==> src/rtl/bootkey_pkg.sv <==
package bootkey_pkg;

    localparam int unsigned DATA_W     = 8;
    localparam int unsigned KEY_W      = 6;
    localparam logic [KEY_W-1:0] KEY_CODE = 6'b100110;
    localparam int unsigned WINDOW_CYC = 8;

    typedef enum logic {
        TGT_FLASH = 1'b0,
        TGT_BOOT  = 1'b1
    } target_e;

endpackage

==> src/rtl/bootkey_match.sv <==
module bootkey_match
    import bootkey_pkg::*;
#(
    parameter int unsigned DW = DATA_W,
    parameter int unsigned KW = KEY_W,
    parameter logic [KW-1:0] CODE = KEY_CODE
) (
    input  logic          wr_en,
    input  logic [DW-1:0] wr_data,
    output logic          load
);
    localparam int unsigned IGN_W = DW - KW;
    localparam logic [DW-1:0] MASK    = {{KW{1'b1}}, {IGN_W{1'b0}}};
    localparam logic [DW-1:0] PATTERN = {CODE, {IGN_W{1'b0}}};

    logic hit;

    always_comb begin
        // compare the upper key field only; the low bits are masked off
        hit  = ((wr_data & MASK) == PATTERN);
        load = wr_en && hit;
    end

endmodule

==> src/rtl/bootkey_window.sv <==
module bootkey_window
    import bootkey_pkg::*;
#(
    parameter int unsigned WINDOW = WINDOW_CYC
) (
    input  logic clk,
    input  logic rst,
    input  logic load,
    input  logic consume,
    input  logic tick,
    input  logic hold,
    output logic flag
);
    localparam int unsigned CNT_W = $clog2(WINDOW + 1);
    localparam logic [CNT_W-1:0] FULL = CNT_W'(WINDOW);
    localparam logic [CNT_W-1:0] LAST = CNT_W'(1);

    typedef struct packed {
        logic             flag;
        logic [CNT_W-1:0] cnt;
    } win_state_t;

    win_state_t st_d, st_q;
    logic       step;

    always_comb begin
        st_d = st_q;
        step = tick && !hold && st_q.flag;
        if (load) begin
            st_d.flag = 1'b1;
            st_d.cnt  = FULL;
        end else if (consume) begin
            st_d.flag = 1'b0;
            st_d.cnt  = '0;
        end else if (step) begin
            st_d.cnt = st_q.cnt - LAST;
            if (st_q.cnt == LAST) begin
                st_d.flag = 1'b0;
            end
        end
    end

    always_ff @(posedge clk) begin
        if (rst) begin
            st_q <= '0;
        end else begin
            st_q <= st_d;
        end
    end

    assign flag = st_q.flag;

    a_r2_flag_has_count: assert property (@(posedge clk) disable iff (rst)
        st_q.flag |-> (st_q.cnt != '0));

    a_r7_load_fills: assert property (@(posedge clk) disable iff (rst)
        load |=> (st_q.flag && st_q.cnt == FULL));

    a_r6_freeze: assert property (@(posedge clk) disable iff (rst)
        (hold && !load && !consume) |=> ($stable(st_q.cnt) && $stable(st_q.flag)));

    a_r10_no_tick_no_change: assert property (@(posedge clk) disable iff (rst)
        (!tick && !load && !consume) |=> ($stable(st_q.cnt) && $stable(st_q.flag)));

endmodule

==> src/rtl/bootkey_route.sv <==
module bootkey_route
    import bootkey_pkg::*;
(
    input  logic jmp_req,
    input  logic unlocked,
    output logic boot_sel,
    output logic consume
);
    target_e tgt;

    always_comb begin
        tgt      = unlocked ? TGT_BOOT : TGT_FLASH;
        boot_sel = jmp_req && (tgt == TGT_BOOT);
        consume  = boot_sel;
    end

endmodule

==> src/rtl/bootkey_guard.sv <==
module bootkey_guard
    import bootkey_pkg::*;
(
    input  logic              clk,
    input  logic              rst,
    input  logic              wr_en,
    input  logic [DATA_W-1:0] wr_data,
    input  logic              cyc_tick,
    input  logic              brk_hold,
    input  logic              jmp_req,
    output logic              key_flag,
    output logic              boot_sel
);
    logic load;
    logic consume;

    bootkey_match #(
        .DW   (DATA_W),
        .KW   (KEY_W),
        .CODE (KEY_CODE)
    ) i_match (
        .wr_en   (wr_en),
        .wr_data (wr_data),
        .load    (load)
    );

    bootkey_window #(
        .WINDOW (WINDOW_CYC)
    ) i_window (
        .clk     (clk),
        .rst     (rst),
        .load    (load),
        .consume (consume),
        .tick    (cyc_tick),
        .hold    (brk_hold),
        .flag    (key_flag)
    );

    bootkey_route i_route (
        .jmp_req  (jmp_req),
        .unlocked (key_flag),
        .boot_sel (boot_sel),
        .consume  (consume)
    );

    a_r4_boot_needs_key: assert property (@(posedge clk) disable iff (rst)
        boot_sel |-> key_flag);

    a_r5_locked_goes_flash: assert property (@(posedge clk) disable iff (rst)
        (jmp_req && !key_flag) |-> !boot_sel);

    a_r8_jump_consumes: assert property (@(posedge clk) disable iff (rst)
        (boot_sel && !load) |=> !key_flag);

    a_r9_reset_clears: assert property (@(posedge clk)
        rst |=> !key_flag);

    a_r3_rise_needs_load: assert property (@(posedge clk) disable iff (rst)
        $rose(key_flag) |-> $past(load));

endmodule

==> config.mk <==
export PLATFORM = sky130hd
export DESIGN_NAME = bootkey_guard
export DESIGN_NICKNAME = d
export VERILOG_FILES = /design/src/rtl/bootkey_pkg.sv /design/src/rtl/bootkey_match.sv /design/src/rtl/bootkey_window.sv /design/src/rtl/bootkey_route.sv /design/src/rtl/bootkey_guard.sv
export SDC_FILE = /design/constraint.sdc
export NUM_CORES = 1
export LEC_CHECK = 0
export CORE_AREA = 2 2 39 41
export DETAILED_ROUTE_END_ITERATION = 12
export DIE_AREA = 0 0 41 43
export HOLD_SLACK_MARGIN = 0.08
export PLACE_DENSITY = 0.61
export REMOVE_ABC_BUFFERS = 1
export SYNTH_ARGS = -nofsm -noshare
export SYNTH_HDL_FRONTEND = slang
export SYNTH_SLANG_ARGS = --single-unit
==> constraint.sdc <==
create_clock -name clk -period 1.4 [get_ports clk]
set_input_delay 0.28 -clock clk [delete_from_list [all_inputs] [get_ports clk]]
set_output_delay 0.28 -clock clk [all_outputs]
set_load 0.05 [all_outputs]
## After elaboration in Yosys (flattened, before gate mapping)

Index checks and enable logic that the tools add are counted.

- Reduce and logical (&&, ||, !) cells: 9
- Muxes and demuxes: 5
- Add/sub/neg operators: 1
- Equality and inequality tests: 2

Operators with widths:

| operator | number |
|---|---|
| 2-to-1 mux 5 bit | 3 |
| equality test 6 bit (second input constant) | 1 |
| nonzero test 3 bit | 2 |
| equality test 4 x 1 -> 1 bit (second input constant) | 1 |
| logical AND 1 bit | 4 |
| subtractor 4 x 1 -> 4 bit (second input constant) | 1 |
| OR reduction 3 bit | 1 |
| 2-to-1 mux 1 bit | 2 |
| AND reduction 2 bit | 1 |
| zero test 1 bit | 1 |

- Bits in registers: 5
- Input port bits: 14
- Output and inout port bits: 2

## Depth between registers and ports, before layout

Gate-level depths: netlist of the first run.

- Depth in word-level cells: 6
- Mapped depth: 5
- Gate-level depth less buffers: 5

## Modules after synthesis

A second synthesis of the first run with hierarchy kept.

- Cells, all modules: 34
- Area total of the unflattened synthesis: 299.0 um^2

Modules (own cells, without submodules):

| module | cells each | area each (um^2) | seq. area each (um^2) | times used |
|---|---|---|---|---|
| bootkey_window | 30 | 261.5 | 100.1 | 1 |
| bootkey_match | 2 | 23.8 | 0.0 | 1 |
| bootkey_route | 2 | 13.8 | 0.0 | 1 |

## Worst setup path after synthesis of the first run

Ideal clock, no wire load.

- Kind: register -> output
- Start point: register i_window.st_q (netlist bit i_window.flag)
- End point: output boot_sel
- Arrival: 1.190 ns
- Slack: -0.070 ns
- Cell stages (with the launch flop): 2
- Path through: dfxtp_1 > and2_1

- Cells in the longest elaborated chain, start to end: 2

Ends and longest elaborated chain:

| element | line | text |
|---|---|---|
| start, declared | bootkey_window.sv:23 | `win_state_t st_d, st_q;` |
| start signal, assigned | bootkey_window.sv:47 | `st_q <= st_d;` |
| 2-to-1 mux 1 bit | bootkey_route.sv:12 | `tgt = unlocked ? TGT_BOOT : TGT_FLASH;` |
| logical AND 1 bit | bootkey_route.sv:13 | `boot_sel = jmp_req && (tgt == TGT_BOOT);` |
| end, declared | bootkey_guard.sv:12 | `output logic boot_sel` |

Every way passes these cells.

## Worst setup path in the final report of the first run

- Start point: input wr_data[4]
- End point: register i_window.st_q[3] in the netlist's numbering

- Cells in the longest elaborated chain, start to end: 3
- Elaborated cells between the ends (all ways): 4
- Those cells by class: eq/ne (1); mux (1); reduce/logical (2)

Ends and longest elaborated chain:

| element | line | text |
|---|---|---|
| start, declared | bootkey_guard.sv:7 | `input logic [DATA_W-1:0] wr_data,` |
| equality test 6 bit * | bootkey_match.sv:20 | `hit = ((wr_data & MASK) == PATTERN);` |
| logical AND 1 bit * | bootkey_match.sv:21 | `load = wr_en && hit;` |
| nonzero test 3 bit (no source line) or 2-to-1 mux 5 bit (tied branches) | -- |  |

Mark *: on every way between the ends. The rest lies on a longest branch, timed or not.
A chain may end at the register's enable or synchronous reset.

==> results of run 1 <==
## layout by cell type, fill, tap and decap left out, types with 2 or more instances in the layout
cell             Yosys  final
a21oi_1              2      2
buf_12               0      2
buf_4                0      4
clkbuf_4             0      3
clkdlybuf4s50_1      0     10
dfxtp_1              5      4
ha_1                 2      2
inv_1                5      5
nand4b_1             3      3
nor2_1               3      3
o311ai_0             2      2
## power by group
part	total, mW	internal (mW)	switching, mW
Combinational	0.0533	0.0385	0.0148
Clock	0.174	0.108	0.0658
Sequential	0.144	0.143	0.000597
## worst paths after layout
path                          from               end  slack (ps)  depth (start not counted)
hold reg to reg   i_window.st_q[1]  i_window.st_q[1]         520                          2
setup reg to reg     i_window.flag  i_window.st_q[3]         260                          3
setup / recovery        wr_data[4]  i_window.st_q[3]         100                          4
hold / removal             jmp_req     i_window.flag         500                          5
## tightest hold or removal path, delay by kind of cell
| kind | cells | cell delay (ps) |
|---|---|---|
| buffers and inverters | 3 | 280 |
| AOI/OAI and AO/OA | 2 | 150 |
## per-stage QoR
stage | setup WS, ps | area [um^2] | utilization
after detailed placement | -163.7 | 489.2 | 0.3535
after global routing | 47.96 | 521.8 | 0.3770
after global placement | -169.7 | 489.2 | 0.3535
after CTS | 10.60 | 515.5 | 0.3725
final | 100.3 | 521.8 | 0.3770
after floorplan | -69.63 | 289.0 | -
## what timing repair did
action                     in CTS  in global routing
resized for setup               0                  3
setup endpoints to repair       0                  1
hold buffers                    0                  0
setup buffers                   0                  0
## cells in the mapped netlist, drive strengths merged
master   count  area share
o311ai       2       0.061
xnor2        1       0.030
nor3         1       0.017
a21oi        2       0.035
o211ai       1       0.026
nand4bb      1       0.039
ha           2       0.087
o41ai        1       0.030
a211oi       1       0.026
or4          1       0.026
and2         1       0.022
nand4b       3       0.091
inv          5       0.065
xor2         1       0.030
nor2         3       0.039
and3b        1       0.030
dfxtp        5        0.35
## state kept, by name, summed over array words and instances, names as in the netlist
signal and cells:
i_window.st_q 4, i_window.flag 1
## per-layer routing
layer | track usage | up-vias | part of all wire
met5 | 0 | - | 0
met4 | 0.04000 | 0 | 0.020
met3 | 0.07853 | 2 | 0.084
met2 | 0.1531 | 11 | 0.51
met1 | 0.1061 | 148 | 0.39
li1 | - | 162 | -
## cell families (layout without fill, tap and decap cells)
family          count (synthesis)  count (layout)  synth area share
simple gates                   11              11            0.2641
compound gates                  7               7            0.1775
flops                           5               5            0.3463
buf+inv                         5              26           0.06494
fa+ha+maj                       2               2           0.08657
xor+xnor                        2               2           0.06062
## area by class of cell
cell class,count,area [um^2],share of cell area
repair buffers,17,182.7,0.3501
inverters,5,18.77,0.03597
clock buffers,4,26.28,0.05036
multi-input cells,22,172.7,0.3309
well taps,16,20.02,0.03837
flip-flops and latches,5,101.3,0.1942
==> run_results.csv, run 1 <==
group,metric,value,unit
outcome,status,"finished clean",
drt,drc,0,
sta,finalHoldViolCount,0,
die,io_pins,16,
pwr,p_leak,0.2017,nW
synthesis,synth_cell_type_count,17,
die,die-height,43,um
sta,rsz0062_at_grt,"no",
clock_network,cts.path.max_buffers,2,
placed_design,portBuffers,13,
global_routing,grt_pass1_vias,307,
critical_path,slowest_stage,"or4_1",
clock_network,cts_tree,"done",
critical_path,max_stage_delay,530,ps
clock_network,clk_pin_slew,40,ps
placed_design,placed_cells,65,
sta,skew,2.102,ps
global_routing,grt_use_total,0.1034,
drt,wirelength,712,um
critical_path,critical_path_buf_inv_count,2,
synthesis,synth_area,289.0,um^2
die,core_area,1384,um^2
pwr,ir_worst_vdd,0.4231,mV
critical_path,path_cells,"clkdlybuf4s50_1 > inv_1 > or4_1 > o211ai_1",
critical_path,startpoint_type,"primary input",
die,rows,14,
sta,setup_tns,0,ps
finish,fill_cells,147,
sta,worst_pin_slew,315.7,ps
synthesis,synth.avg_cell_area,9.032,um^2
drt,drt-vias-per-instance,4.681,
die,dieWidth,41,um
die,die_area,1763,um^2
global_routing,grt_overflow,0,
die,initial_utilization,0.2089,
placed_design,gp_congestion,0.7582,
finish,nNetsFinal,70,
critical_path,worstSetupPathType,"in2reg",
job,max_cap_violations,0,
critical_path,cp_data_required_time,1570,ps
synthesis,synth_cells,32,
finish,fin_cells,69,
global_routing,grt_max_degree,8,
clock_network,clock-root-buffer,"clkbuf_4",
synthesis,synth_warnings,0,
placed_design,hpwl,566,um
critical_path,end_kind,"flop",
drt,drtIter0Drc,8,
synthesis,yosysSeqAreaShare,0.3463,
clock_network,htree_num_levels,1,
clock_network,cts_made_buffers,3,
sta,fmax,769.4,MHz
drt,drtPass1Iterations,4,
sta,finalSetupViolCount,0,
finish,drive_above_1_share,0.2075,
finish,area_growth,80.52,%
sta,finalCriticalPeriod,1300,ps
finish,antenna_cells,0,
drt,wl_per_cell,10.32,um
critical_path,cp_top_family,"simple AND/OR/NAND/NOR gates",
sta,fin_crit_sh,0.9284,
global_routing,antenna_found_initial,0,
synthesis,synth_seq_cells,5,
critical_path,cp_max_fo,2,
drt,dr_total_vias,323,
pwr,fin_total_pwr,371.2,uW
clock_network,clk_latency,250,ps
clock_network,clock-sinks,5,
critical_path,crit_arrival,1470,ps
drt,final_antenna_net_count,0,
sta,whs,504.9,ps
sta,slew-limit-headroom,0.7869,
worst_hold_path,min_path_type,"in2reg",
sta,slew_viol_final,0,
pwr,power_density,711.4,nW/um^2
global_routing,grt_pass1_wl,1.193,mm
Power figures use the tool's default switching activity.
==> inputs of run 2 (changes only) <==
--- a/config.mk
+++ b/config.mk
@@ -5,11 +5,11 @@
 export SDC_FILE = /design/constraint.sdc
 export NUM_CORES = 1
 export LEC_CHECK = 0
+export CAP_MARGIN = 20
 export CORE_AREA = 2 2 39 41
 export DETAILED_ROUTE_END_ITERATION = 12
 export DIE_AREA = 0 0 41 43
 export HOLD_SLACK_MARGIN = 0.08
-export PLACE_DENSITY = 0.61
 export REMOVE_ABC_BUFFERS = 1
 export SYNTH_ARGS = -nofsm -noshare
 export SYNTH_HDL_FRONTEND = slang
==> run_results.csv, run 2 (synthesis gave the netlist of run 1 again) <==
group,metric,value,unit
drt,drtIter0Drc,1,
worst_hold_path,min-delay-start,"i_window.st_q[1]",
placed_design,placed_area,489.2,um^2
critical_path,max_stage_delay,500,ps
clock_network,cts_made_buffers,3,
global_routing,grt_use_total,0.09729,
finish,postLayoutCellArea,518.0,um^2
critical_path,end_kind,"output port",
worst_hold_path,min_path_type,"reg2reg",
clock_network,cts_hold_buf,0,
sta,fin_crit_sh,0.9654,
die,dieWidth,41,um
pwr,p_leak,0.1921,nW
sta,rsz0062_at_grt,"no",
drt,drtPass1Iterations,2,
global_routing,grt_max_degree,8,
global_routing,antenna_found_initial,0,
drt,drt-vias-per-instance,4.464,
global_routing,grt_pass1_wl,1.083,mm
sta,finalHoldViolCount,0,
finish,area_growth,79.22,%
critical_path,worstSetupPathType,"in2out",
critical_path,critical_path_buf_inv_count,2,
critical_path,slowest_stage,"clkdlybuf4s50_1",
finish,largest_register_ffs,4,
global_routing,grt_overflow,0,
critical_path,startpoint_type,"primary input",
clock_network,cts_tree,"done",
sta,slew_viol_final,0,
job,max_cap_violations,0,
clock_network,htree_num_levels,1,
clock_network,ctsResizeCount,0,
die,die-height,43,um
die,die_area,1763,um^2
sta,skew,2.410,ps
clock_network,cts_setup_buffers,0,
finish,max_flop_register,"i_window.st_q",
sta,whs,508.0,ps
die,core_area,1384,um^2
sta,finalCriticalPeriod,1352,ps
sta,setup_tns,0,ps
sta,finalSetupViolCount,0,
critical_path,cp_max_fo,3,
die,io_pins,16,
clock_network,clk_pin_slew,50,ps
critical_path,r2r_cells,3,
die,initial_utilization,0.2089,
finish,drive_above_1_share,0.1887,
critical_path,cp_top_family,"buffers and inverters",
finish,layout_commonest_cell,"clkdlybuf4s50_1",
critical_path,worst-r2r-setup-slack,180,ps
finish,mostFrequentLayoutCells,"clkdlybuf4s50_1, inv_1, dfxtp_1",
critical_path,r2r_start,"i_window.flag",
critical_path,path_cells,"clkdlybuf4s50_1 > and2_4 > buf_12",
pwr,power_density,720.5,nW/um^2
die,rows,14,
placed_design,gp_congestion,0.7264,
finish,antenna_cells,0,
clock_network,clk_latency,250,ps
critical_path,cp_data_required_time,1120,ps
clock_network,cts.path.max_buffers,2,
drt,final_antenna_net_count,0,
sta,worst_pin_slew,298.3,ps
drt,wirelength,654,um
drt,dr_total_vias,308,
clock_network,clock-sinks,5,
drt,drc,0,
worst_hold_path,holdPathStages,2,
clock_network,clock-root-buffer,"clkbuf_4",
finish,nNetsFinal,70,
drt,wl_per_cell,9.478,um
placed_design,hpwl,540.5,um
critical_path,r2r_end,"i_window.st_q[3]",
global_routing,grt_pass1_vias,293,
critical_path,crit_arrival,1070,ps
sta,fmax,739.9,MHz
worst_hold_path,holdPathEnd,"i_window.st_q[1]",
outcome,status,"finished clean",
sta,slew-limit-headroom,0.7986,
placed_design,portBuffers,13,
pwr,ir_worst_vdd,0.3550,mV
pwr,fin_total_pwr,373.2,uW
==> run 2: worst max-delay path by stage <==
stage | startpoint | cells past startpoint | end
after floorplan | i_window.flag | 1 | boot_sel
after global placement | wr_data[4] | 4 | i_window.st_q[3]
after detailed placement | wr_data[4] | 4 | i_window.st_q[3]
after CTS | jmp_req | 3 | boot_sel
after global routing | jmp_req | 3 | boot_sel
final | jmp_req | 3 | boot_sel
==> run 2: metrics by stage <==
stage,cells,util,worst slack [ps]
after detailed placement,65,0.3535,-174.7
after global routing,69,0.3743,15.80
after CTS,69,0.3725,18.00
after floorplan,32,-,-69.63
after global placement,65,0.3535,-166.9
final,69,0.3743,48.46
==> run 2: worst reg2reg max path: stages (launching register included) <==
cell	delay, ps
dfxtp_1	470
nand4bb_1	180
o311ai_0	310
o211ai_1	130
==> run 2: area by class of cell <==
cell class	count	area, um^2
timing repair buffer	17	180.2
sequential	5	100.1
fill	146	865.8
tap	16	20.02
multi-input combinational	22	172.7
clock buffer	4	26.28
inverter	5	18.77
==> run 2: layer usage <==
| layer | track usage | part of all wire |
|---|---|---|
| met4 | 0.1000 | 0.041 |
| met2 | 0.1406 | 0.47 |
| met5 | 0 | 0 |
| met1 | 0.08654 | 0.42 |
| met3 | 0.05236 | 0.070 |
==> run 2: report_power, final <==
part           internal [mW]  switching (mW)  leakage [nW]
Combinational         0.0389          0.0142         0.137
Clock                  0.108          0.0680        0.0150
Sequential             0.143        0.000581        0.0403
Total                  0.290          0.0828         0.192
==> inputs of run 3 (changes only) <==
==> constraint.sdc (replaced) <==
create_clock -name clk -period 1.4 [get_ports clk]
set_input_delay 0.14 -clock clk [delete_from_list [all_inputs] [get_ports clk]]
set_output_delay 0.14 -clock clk [all_outputs]
set_load 0.05 [all_outputs]
==> run_results.csv, run 3 (synthesis gave the netlist of run 1 again) <==
group,metric,value,unit
drt,wirelength,659,um
die,die-height,43,um
sta,slew_viol_final,0,
sta,rsz0062_at_grt,"no",
global_routing,grt_overflow,0,
finish,drive_above_1_share,0.1373,
clock_network,cts.path.max_buffers,2,
finish,layout_commonest_cell,"clkdlybuf4s50_1",
clock_network,clock-root-buffer,"clkbuf_4",
sta,worst_pin_slew,292.6,ps
clock_network,cts_made_buffers,3,
finish,seq_area,100.1,um^2
clock_network,cts_tree,"done",
pwr,power_density,722.3,nW/um^2
sta,slew-limit-headroom,0.8024,
drt,dr_total_vias,306,
clock_network,cts_setup_buffers,0,
die,io_pins,16,
drt,drtIter0Drc,5,
job,max_cap_violations,0,
sta,finalCriticalPeriod,1170,ps
critical_path,r2r_cells,5,
global_routing,grt_pass1_vias,304,
placed_design,portBuffers,13,
clock_network,ctsResizeCount,0,
sta,finalHoldViolCount,0,
worst_hold_path,holdPathStages,2,
pwr,fin_total_pwr,361.5,uW
finish,antenna_cells,0,
clock_network,clk_latency,240,ps
sta,whs,504.5,ps
die,rows,14,
die,die_area,1763,um^2
sta,fmax,854.4,MHz
drt,wl_per_cell,9.836,um
critical_path,startpoint_type,"primary input",
sta,finalSetupViolCount,0,
global_routing,grt_pass1_wl,1.173,mm
finish,fill_cells,158,
global_routing,grt_use_total,0.1025,
critical_path,cp_max_fo,2,
critical_path,cp_data_required_time,1570,ps
placed_design,gp_congestion,0.7093,
global_routing,grt_max_degree,6,
die,core_area,1384,um^2
drt,final_antenna_net_count,0,
die,initial_utilization,0.2089,
finish,max_flop_register,"i_window.st_q",
critical_path,worstSetupPathType,"in2reg",
drt,drt-vias-per-instance,4.567,
clock_network,clock-sinks,5,
clock_network,cts_hold_buf,0,
finish,multi_input_area,170.2,um^2
pwr,p_leak,0.1817,nW
worst_hold_path,min_path_type,"reg2reg",
finish,nNetsFinal,68,
finish,mostFrequentLayoutCells,"clkdlybuf4s50_1, inv_1, dfxtp_1",
die,dieWidth,41,um
sta,fin_crit_sh,0.8360,
global_routing,antenna_found_initial,0,
placed_design,hpwl,515.8,um
clock_network,clk_pin_slew,50,ps
drt,drc,0,
clock_network,htree_num_levels,1,
critical_path,crit_arrival,1340,ps
outcome,status,"finished clean",
finish,area_growth,73.16,%
pwr,ir_worst_vdd,0.3652,mV
drt,drtPass1Iterations,4,
critical_path,end_kind,"flop",
finish,largest_register_ffs,4,
sta,skew,6.161,ps
-- run 3: worst paths after layout --
path / start / endpoint / slack (ps)
hold reg to reg: i_window.st_q[1] / i_window.st_q[1] / 500
hold / removal: i_window.st_q[1] / i_window.st_q[1] / 500
setup reg to reg: i_window.st_q[1] / i_window.flag / 280
setup / recovery: wr_data[4] / i_window.st_q[3] / 230
-- run 3: where the power goes --
part	switching (mW)	internal, mW
Combinational	0.0133	0.0339
Sequential	0.000437	0.143
Clock	0.0625	0.108
-- run 3: metrics by stage --
step	TNS [ps]	std cells	utilization	setup WS [ps]	instance area, um^2
detailed placement	-27.68	63	0.3427	-27.68	474.2
floorplan	0	32	-	7.037	289.0
CTS	0	67	0.3617	219.7	500.5
global placement	-22.14	63	0.3427	-22.14	474.2
global route	0	67	0.3617	129.2	500.5
finish	0	67	0.3617	229.6	500.5
-- run 3: area by class of cell --
cell class              instances  share of cell area
multi-input cells              22              0.3400
repair buffers                 15              0.3300
clock buffers                   4             0.05250
well taps                      16             0.04000
inverters                       5             0.03750
flip-flops and latches          5              0.2000
-- run 3: layer usage --
| layer | vias up | track usage | wire, um |
|---|---|---|---|
| met5 | - | 0 | 0 |
| met4 | 0 | 0.02000 | 0 |
| met3 | 0 | 0.09424 | 67 |
| met2 | 8 | 0.1438 | 330 |
| met1 | 140 | 0.1129 | 262 |
| li1 | 158 | - | - |
-- run 3: critical path, stage by stage --
cell and delay (ps):
clkdlybuf4s50_1 450, inv_1 40, or4_1 530, o211ai_1 170
